## src/rtl/pd_pkg.sv

```systemverilog
package pd_pkg;
  typedef enum logic [2:0] {
    ST_ONHOOK, ST_READY, ST_WAIT, ST_FLASH, ST_BREAK, ST_MAKE, ST_GAP
  } pd_state_e;

  localparam logic [3:0] CODE_MAX_DIGIT = 4'd9;
  localparam logic [3:0] CODE_PAUSE     = 4'd10;
  localparam logic [3:0] CODE_FLASH     = 4'd11;
  localparam logic [3:0] CODE_OFFHOOK   = 4'd12;
  localparam logic [3:0] CODE_HANGUP    = 4'd13;
endpackage

```

## src/rtl/pd_timer.sv

```systemverilog
module pd_timer #(
  parameter int CNT_W = 18
) (
  input  logic             clk,
  input  logic             rst_n,
  input  logic             tick,
  input  logic             load,
  input  logic [CNT_W-1:0] load_val,
  output logic             expire
);
  logic [CNT_W-1:0] cnt_q, cnt_d;
  logic             cnt_en;

  always_comb begin
    cnt_en = load || (tick && (cnt_q != '0));
    cnt_d  = load ? load_val : cnt_q - CNT_W'(1);
    expire = (cnt_q == '0) || (tick && (cnt_q == CNT_W'(1)));
  end

  always_ff @(posedge clk or negedge rst_n) begin
    if (!rst_n)      cnt_q <= '0;
    else if (cnt_en) cnt_q <= cnt_d;
  end

  AST_TICK_GATED: assert property (@(posedge clk) disable iff (!rst_n)
    (!load && !tick) |=> $stable(cnt_q));
endmodule

```

## src/rtl/pd_cadence.sv

```systemverilog
module pd_cadence #(
  parameter int CAD_W = 7
) (
  input  logic [1:0]       rate,
  output logic [CAD_W-1:0] brk_ms,
  output logic [CAD_W-1:0] mk_ms
);
  always_comb begin
    case (rate)
      2'd1:    begin mk_ms = CAD_W'(33); brk_ms = CAD_W'(67); end
      2'd2:    begin mk_ms = CAD_W'(17); brk_ms = CAD_W'(33); end
      default: begin mk_ms = CAD_W'(39); brk_ms = CAD_W'(61); end
    endcase
  end
endmodule

```

## src/rtl/pd_ctrl.sv

```systemverilog
module pd_ctrl import pd_pkg::*; #(
  parameter int CNT_W    = 18,
  parameter int SEC_W    = 8,
  parameter int CAD_W    = 7,
  parameter int MS_PER_S = 1000,
  parameter int GAP_MS   = 700,
  parameter int FLASH_MS = 500
) (
  input  logic             clk,
  input  logic             rst_n,
  input  logic             cmd_valid,
  input  logic [3:0]       cmd_code,
  output logic             cmd_ready,
  input  logic [1:0]       rate_sel,
  input  logic [SEC_W-1:0] predial_s,
  input  logic [SEC_W-1:0] comma_s,
  input  logic             expire,
  input  logic [CAD_W-1:0] brk_ms,
  input  logic [CAD_W-1:0] mk_ms,
  output logic [1:0]       cad_rate,
  output logic             tmr_load,
  output logic [CNT_W-1:0] tmr_val,
  output logic             relay_hook,
  output logic             relay_iso,
  output logic             busy,
  output logic             done
);
  localparam logic [CNT_W-1:0] MS_K    = CNT_W'(MS_PER_S);
  localparam logic [CNT_W-1:0] GAP_K   = CNT_W'(GAP_MS);
  localparam logic [CNT_W-1:0] FLASH_K = CNT_W'(FLASH_MS);

  pd_state_e  st_q, st_d;
  logic [3:0] pl_q, pl_d;
  logic [1:0] rate_q, rate_d;
  logic       done_d;
  logic       accept, in_digit;

  always_comb begin
    cmd_ready  = (st_q == ST_ONHOOK) || (st_q == ST_READY);
    busy       = !cmd_ready;
    relay_hook = !((st_q == ST_ONHOOK) || (st_q == ST_BREAK) || (st_q == ST_FLASH));
    relay_iso  = (st_q != ST_ONHOOK);
    in_digit   = (st_q == ST_BREAK) || (st_q == ST_MAKE) || (st_q == ST_GAP);
    cad_rate   = (st_q == ST_READY) ? rate_sel : rate_q;
    accept     = cmd_valid && cmd_ready;
  end

  always_comb begin
    st_d     = st_q;
    pl_d     = pl_q;
    rate_d   = rate_q;
    done_d   = 1'b0;
    tmr_load = 1'b0;
    tmr_val  = '0;
    case (st_q)
      ST_ONHOOK: begin
        if (accept && cmd_code == CODE_OFFHOOK) begin
          st_d = ST_WAIT; tmr_load = 1'b1;
          tmr_val = CNT_W'(predial_s) * MS_K;
        end
      end
      ST_READY: begin
        if (accept) begin
          if (cmd_code <= CODE_MAX_DIGIT) begin
            st_d = ST_BREAK; tmr_load = 1'b1; tmr_val = CNT_W'(brk_ms);
            pl_d = (cmd_code == 4'd0) ? 4'd10 : cmd_code;
            rate_d = rate_sel;
          end else if (cmd_code == CODE_PAUSE) begin
            st_d = ST_WAIT; tmr_load = 1'b1;
            tmr_val = CNT_W'(comma_s) * MS_K;
          end else if (cmd_code == CODE_FLASH) begin
            st_d = ST_FLASH; tmr_load = 1'b1; tmr_val = FLASH_K;
          end else if (cmd_code == CODE_HANGUP) begin
            st_d = ST_ONHOOK;
          end
        end
      end
      ST_WAIT, ST_FLASH, ST_GAP: begin
        if (expire) begin st_d = ST_READY; done_d = 1'b1; end
      end
      ST_BREAK: begin
        if (expire) begin
          st_d = ST_MAKE; pl_d = pl_q - 4'd1;
          tmr_load = 1'b1; tmr_val = CNT_W'(mk_ms);
        end
      end
      ST_MAKE: begin
        if (expire) begin
          tmr_load = 1'b1;
          if (pl_q == 4'd0) begin st_d = ST_GAP; tmr_val = GAP_K; end
          else begin st_d = ST_BREAK; tmr_val = CNT_W'(brk_ms); end
        end
      end
      default: st_d = ST_ONHOOK;
    endcase
  end

  always_ff @(posedge clk or negedge rst_n) begin
    if (!rst_n) begin
      st_q   <= ST_ONHOOK;
      pl_q   <= '0;
      rate_q <= '0;
      done   <= 1'b0;
    end else begin
      st_q   <= st_d;
      pl_q   <= pl_d;
      rate_q <= rate_d;
      done   <= done_d;
    end
  end

  AST_HOOK_NEEDS_ISO: assert property (@(posedge clk) disable iff (!rst_n)
    relay_hook |-> relay_iso);
  AST_READY_XOR_BUSY: assert property (@(posedge clk) disable iff (!rst_n)
    cmd_ready != busy);
  AST_DONE_ENDS_BUSY: assert property (@(posedge clk) disable iff (!rst_n)
    done |-> (!busy && $past(busy)));
  AST_PULSE_LIMIT: assert property (@(posedge clk) disable iff (!rst_n)
    pl_q <= 4'd10);
  AST_ISO_ONLY_ON_HANGUP: assert property (@(posedge clk) disable iff (!rst_n)
    $fell(relay_iso) |-> $past(cmd_valid && cmd_ready && cmd_code == CODE_HANGUP));
  AST_RATE_HELD: assert property (@(posedge clk) disable iff (!rst_n)
    (in_digit && $past(in_digit)) |-> $stable(rate_q));
endmodule

```

## src/rtl/pulse_dial_seq.sv

```systemverilog
module pulse_dial_seq #(
  parameter int SEC_W    = 8,
  parameter int MS_PER_S = 1000,
  parameter int GAP_MS   = 700,
  parameter int FLASH_MS = 500
) (
  input  logic             clk,
  input  logic             rst_n,
  input  logic             tick_ms,
  input  logic             cmd_valid,
  input  logic [3:0]       cmd_code,
  output logic             cmd_ready,
  input  logic [1:0]       rate_sel,
  input  logic [SEC_W-1:0] predial_s,
  input  logic [SEC_W-1:0] comma_s,
  output logic             relay_hook,
  output logic             relay_iso,
  output logic             busy,
  output logic             done
);
  localparam int CNT_W = $clog2(((2**SEC_W) - 1) * MS_PER_S + 1);
  localparam int CAD_W = 7;

  logic [1:0]       rst_sync;
  logic             rst_int_n;
  logic             expire, tmr_load;
  logic [CNT_W-1:0] tmr_val;
  logic [1:0]       cad_rate;
  logic [CAD_W-1:0] brk_ms, mk_ms;

  always_ff @(posedge clk or negedge rst_n) begin
    if (!rst_n) rst_sync <= 2'b00;
    else        rst_sync <= {rst_sync[0], 1'b1};
  end
  assign rst_int_n = rst_sync[1];

  pd_timer #(.CNT_W(CNT_W)) u_timer (
    .clk(clk), .rst_n(rst_int_n), .tick(tick_ms),
    .load(tmr_load), .load_val(tmr_val), .expire(expire));

  pd_cadence #(.CAD_W(CAD_W)) u_cad (
    .rate(cad_rate), .brk_ms(brk_ms), .mk_ms(mk_ms));

  pd_ctrl #(.CNT_W(CNT_W), .SEC_W(SEC_W), .CAD_W(CAD_W), .MS_PER_S(MS_PER_S),
            .GAP_MS(GAP_MS), .FLASH_MS(FLASH_MS)) u_ctrl (
    .clk(clk), .rst_n(rst_int_n), .cmd_valid(cmd_valid), .cmd_code(cmd_code),
    .cmd_ready(cmd_ready), .rate_sel(rate_sel), .predial_s(predial_s),
    .comma_s(comma_s), .expire(expire), .brk_ms(brk_ms), .mk_ms(mk_ms),
    .cad_rate(cad_rate), .tmr_load(tmr_load), .tmr_val(tmr_val),
    .relay_hook(relay_hook), .relay_iso(relay_iso), .busy(busy), .done(done));
endmodule

```

## config.mk

```make
export PLATFORM = sky130hd
export DESIGN_NAME = pulse_dial_seq
export DESIGN_NICKNAME = d
export VERILOG_FILES = /design/src/rtl/pd_pkg.sv /design/src/rtl/pd_timer.sv /design/src/rtl/pd_cadence.sv /design/src/rtl/pd_ctrl.sv /design/src/rtl/pulse_dial_seq.sv
export SDC_FILE = /design/constraint.sdc
export NUM_CORES = 1
export LEC_CHECK = 0
export ABC_AREA = 1
export BUFFER_PORTS_ARGS = -buffer_cell sky130_fd_sc_hd__buf_4
export CAP_MARGIN = 5
export CORE_ASPECT_RATIO = 1.1
export CORE_MARGIN = 10
export CORE_UTILIZATION = 40
export CTS_CLUSTER_SIZE = 40
export DETAILED_ROUTE_END_ITERATION = 10
export HOLD_SLACK_MARGIN = 0.08
export PLACE_DENSITY_LB_ADDON = 0.12
export SYNTH_ARGS = -nofsm -noshare
export SYNTH_HDL_FRONTEND = slang
export SYNTH_SLANG_ARGS = --single-unit
```

## constraint.sdc

```tcl
create_clock -name clk -period 2.55 [get_ports clk]
set_input_delay 0.255 -clock clk [delete_from_list [all_inputs] [get_ports clk]]
set_output_delay 0.255 -clock clk [all_outputs]
set_load 0.005 [all_outputs]
```

# Yosys cells after proc, flatten, opt, wreduce, memory -nomap -nowiden
# Cells that the tools add are included.
# classes
n_reduce_logical	23
eq_ne	20
mux	37
addsub	2
multipliers	2
order_cmp	1
# ops
op	count
two-way mux 18 bit	6
case mux 18 bit (4 select lines)	1
multiplier 8 x 7 -> 15 bit, second input constant	2
two-way mux 3 bit	9
equality test 18 x 1 -> 1 bit, second input constant	1
logical NOT 18 bit	1
nonzero test 18 bit	1
subtractor 18 x 1 -> 18 bit, second input constant	1
equality test 4 bit, second input constant	4
two-way mux 4 bit	4
case mux 3 bit (5 select lines)	1
case mux 7 bit (2 select lines)	1
case mux 6 bit (2 select lines)	1
two-way mux 10 bit	1
inequality test 2 bit, second input constant	5
equality test 3 bit, second input constant	3
two-way mux 9 bit	1
logical NOT 4 bit	2
case mux 4 bit (2 select lines)	1
two-way mux 1 bit	7
two-way mux 7 bit	1
equality test 3 x 2 -> 1 bit, second input constant	2
AND reduction 6 bit	1
logical OR 1 bit	5
other kinds (18)	23
# word_totals
inputBits	26
elab_cells	91
out_inout_bits	5
regBits	30

# Depth between registers and ports, before layout
# logic_depth
word_depth	8
ltp_mapped	19
depth_no_buf	19

# Hierarchy
# From an unflattened synthesis, not the netlist that was laid out.
# hier_totals
hier_cells	867
area_unflattened_um2	5843.1
# by_module_without_submodules
module	area_per_inst_um2	cells_per_inst	n_inst	seq_area_each_um2
pd_ctrl	4211.5	615	1	250.2
pd_timer	1437.6	230	1	450.4
pd_cadence	140.1	19	1	0.0
pulse_dial_seq	53.8	3	1	50.0

# Least setup slack after synthesis
# Ideal clock, no wire load.
# synth_path
path_type	input-to-reg
start	in predial_s[0]
end	reg u_timer.cnt_q[14]
setup_ns	0.071
stages	16
path_slack_ns	-0.973
required_time_ns	2.479
n_path_buf	0
arrival_ns	3.451
cell_sequence	fa_1 -> inv_1 -> fa_1 -> fa_1 -> fa_1 -> inv_1 -> ha_1 -> a21oi_1 -> nand2_1 -> nand3_1 -> nand2_1 -> nand2_1 -> nand2_1 -> o21ai_0 -> nor2_1 -> nor2_1
# synth_via
elab_chain_len	4
# synth_rtl
item	line	text
from (decl)	pulse_dial_seq.sv:14	input logic [SEC_W-1:0] predial_s,
multiplier 8 x 7 -> 15 bit	pd_ctrl.sv:59	tmr_val = CNT_W'(predial_s) * MS_K;
two-way mux 18 bit	pd_ctrl.sv:57	if (accept && cmd_code == CODE_OFFHOOK) begin
case mux 18 bit (4 select lines)	pd_ctrl.sv:55	case (st_q)
two-way mux 18 bit	pd_timer.sv:16	cnt_d = load ? load_val : cnt_q - CNT_W'(1);
to (signal assigned)	pd_timer.sv:22	else if (cnt_en) cnt_q <= cnt_d;
to (decl)	pd_timer.sv:11	logic [CNT_W-1:0] cnt_q, cnt_d;
# No other way between the ends.
# A chain may end at the register's enable or synchronous reset.

# Final worst setup path
# layout_path
start	in comma_s[3]
end	reg u_timer.cnt_q[15]
# layout_via
elab_chain_len	6
# layout_rtl
item	line	text
from (decl)	pulse_dial_seq.sv:15	input logic [SEC_W-1:0] comma_s,
multiplier 8 x 7 -> 15 bit	pd_ctrl.sv:70	tmr_val = CNT_W'(comma_s) * MS_K;
two-way mux 18 bit	pd_ctrl.sv:68	end else if (cmd_code == CODE_PAUSE) begin
two-way mux 18 bit	pd_ctrl.sv:64	if (cmd_code <= CODE_MAX_DIGIT) begin
two-way mux 18 bit	pd_ctrl.sv:63	if (accept) begin
case mux 18 bit (4 select lines)	pd_ctrl.sv:55	
two-way mux 18 bit	pd_timer.sv:16	
# No other way between the ends.

==> metrics.txt <==
post-layout min period 3.44 ns; Power Total 7.35 mW; Slew Limit Headroom 0.569; n_diodes 0; first-pass iteration count of the detailed router 4; Mapped Avg Cell Area 7.13 µm²; DP HPWL 12.1 mm; layout cell share with drive strength beyond 1 0.276; Final TNS setup -7.51 ns; asr flop ratio synth 1.00; initial antenna violation count 0; clk_skew 0.0103 ns; synth warn 0; top_reg_cell synth dfrtp_1; RSZ-0062 raised after global routing yes; row count 44; Worst Setup Path Type in2reg; die height 142 µm; synthesized area 5440 µm²; initial DRC count 257; TritonCTS Buffers 5; Top Ports 31; number of synthesized flops with an enable pin 0; CP peak stage delay 0.54 ns; slowest stage cell, crit path fa_1; fill count 1316; Initial Utilization 0.410; H-tree depth 2; vias in the first global route 5475; Min-Delay Path Class reg2async; crit-path max FO 3; violated checks setup timing; Total GRT Usage 0.154; Max IR drop VDD 0.429 mV; FF+latch area 751 µm²; CTS tree done; post-route setup slack -0.894 ns; WP buf/inv 4; TritonCTS Sinks 30; cells after synthesis 763; DIE AREA 18700 µm²; slew of the pin with the lowest slew margin 0.640 ns; worst r2r src u_ctrl.st_q[1]; largest net degree at the start of global routing 29; number of synthesized register bits 30; clock tree buffer depth 2; pwr/cell area 1010 nW/µm²; crit-path cells buf_8 > fa_1 > inv_2 > fa_1 > fa_1 > fa_1 > inv_2 > ha_4 > nand2_2 > nand2_2 > inv_1 > o21ai_0 > nand2_1 > nand3_1 > nand2_1 > nand3_2 > nand3_2 > nand2_1 > nand2_1; fin crit share 1.35; Avg WL per Cell 13.5 µm; area grow syn2layout 33.8%; multi-input logic area 4600 µm²; WL final 14.5 mm; nets@finish 1033; Top Family by Delay on Critical Path adder cells; DRC viols 0; Worst R2R Setup Slack 0.25 ns; FMAX 290 MHz; routed vias 5229; # port buffers 30; Syn Nets 913; Final Slew Violations 0; Max Cap Violations 0; CORE AREA 13300 µm²; Leakage Power 3.69 nW; gp weighted congestion 0.908; later-pin clock latency in the skew report 0.29 ns; first-pass GRT wire length 24.7 mm; crit path from comma_s[3]; WP data arrival 3.62 ns; clock transition at the registers of the reported paths 0.06 ns; via-per-instance ratio 4.90; status finished, violations left; setup violators final 10; final hold viol count 0; Congestion Overflow GR 0; CP startpoint kind input pin; Clock Tree Root clkbuf_16; sequential-to-total area share from yosys stat 0.138; Distinct cells, synth 38; Routed Antenna Nets 0; endpoint type of the worst setup path flop; CP required 2.72 ns; Die X 131 µm
## synth_stat cells (4+ instances only)
master | count | share of area
o21ai_0 | 44 | 0.040
xor2_1 | 13 | 0.021
nand4_1 | 14 | 0.016
nor2_4 | 4 | 0.0083
xnor2_1 | 7 | 0.011
dfrtp_1 | 30 | 0.14
inv_2 | 4 | 0.0028
nor2_1 | 69 | 0.048
nand3_1 | 53 | 0.049
ha_1 | 81 | 0.19
fa_1 | 43 | 0.16
o211ai_1 | 6 | 0.0083
nor2_2 | 4 | 0.0046
inv_1 | 152 | 0.10
nor3_1 | 8 | 0.0074
a21oi_1 | 25 | 0.023
nand2_4 | 5 | 0.010
nand2_1 | 173 | 0.12
## sequential cells by signal (all words and copies together) (netlist names)
| register | flops |
|---|---|
| rst_sync | 2 |
| u_ctrl.done | 1 |
| u_ctrl.pl_q | 4 |
| u_ctrl.rate_q | 2 |
| u_ctrl.st_q | 3 |
| u_timer.cnt_q | 18 |
## cells in the final DEF (no fill, tap or decap), drive strengths merged, types with 2 or more instances in the layout
cell | synthesis | layout
nand2 | 181 | 181
inv | 156 | 154
buf | 3 | 115
ha | 81 | 81
nor2 | 77 | 77
nand3 | 55 | 55
o21ai | 44 | 44
fa | 43 | 43
dfrtp | 30 | 30
a21oi | 26 | 26
nand4 | 15 | 15
xor2 | 13 | 13
nor3 | 8 | 8
xnor2 | 7 | 7
o211ai | 6 | 6
clkbuf | 0 | 5
nand3b | 3 | 3
o22ai | 3 | 3
or2 | 3 | 3
clkinvlp | 0 | 2
clkinv | 0 | 2
## worst register-to-register path, delay by kind of cell, from the launching register on
family | cells | cell delay (ns)
AND/OR/NAND/NOR | 8 | 0.75
buffers and inverters | 5 | 0.49
AO/OA/AOI/OAI | 2 | 0.18
flip-flops | 1 | 0.45
adder cells (fa/ha/maj) | 1 | 0.32
## final timing paths
kind | end | cells after the start
worst max-delay path | u_timer.cnt_q[15] | 19
worst min-delay path | u_timer.cnt_q[13] | 1
worst max register to register | u_timer.cnt_q[4] | 16
worst min register to register | u_timer.cnt_q[13] | 1
max in group asynchronous | u_ctrl.pl_q[2] | 1
min in group clk | u_ctrl.rate_q[0] | 3
## cells by family (layout without fill, tap and decap cells)
kind of cell / Yosys count / in the layout / share of synthesized area
AOI/OAI and AO/OA: 86 / 86 / 0.0881
xor gates and xnor gates: 20 / 20 / 0.0322
adders and majority gates: 124 / 124 / 0.345
buffers and inverters: 159 / 280 / 0.113
DFF: 30 / 30 / 0.138
other: 1 / 1 / 0.000689
and+or+nand+nor: 343 / 343 / 0.284
## power breakdown
group	internal, mW	switching [mW]	total [mW]	leakage (nW)
Sequential	0.670	0.211	0.881	0.370
Combinational	2.67	3.11	5.79	3.24
Clock	0.457	0.229	0.686	0.0836
## stage by stage
stage / util / setup slack [ns] / hold WS, ns / cells / area, µm²
floorplan: - / -0.795 / -0.0406 / 763 / 5600
global placement: 0.500 / -1.18 / 0.0371 / 1055 / 6640
detailed placement: 0.500 / -1.23 / 0.0389 / 1055 / 6640
CTS: 0.523 / -0.851 / 0.259 / 1064 / 6930
global route: 0.548 / -1.14 / 0.286 / 1068 / 7280
finish: 0.548 / -0.894 / 0.263 / 1068 / 7280
## metal layers
metal / vias to the layer above / track usage / wire [µm]
met5: - / 0 / 0
met3: 18 / 0.0148 / 193
met4: 0 / 0.0480 / 295
met1: 2509 / 0.190 / 6770
met2: 50 / 0.277 / 7200
li1: 2652 / - / -
## final cells by class
cell class / count / share of cell area
clock buffers: 5 / 0.0172
clock inverters: 3 / 0.00550
inverters: 156 / 0.0815
multi-input cells: 574 / 0.632
flip-flops and latches: 30 / 0.103
well taps: 184 / 0.0316
repair buffers: 116 / 0.129
## timing repair
| action | CTS | global route |
|---|---|---|
| gates resized for setup | 30 | 77 |
| endpoints found under the setup margin | 11 | 14 |
| hold buffers | 1 | 0 |
| buffers inserted | 0 | 4 |
| pin swaps | 19 | 33 |
| cloned | 0 | 0 |
| hold endpoints to repair | 2 | 0 |
Power figures use the tool's default switching activity.
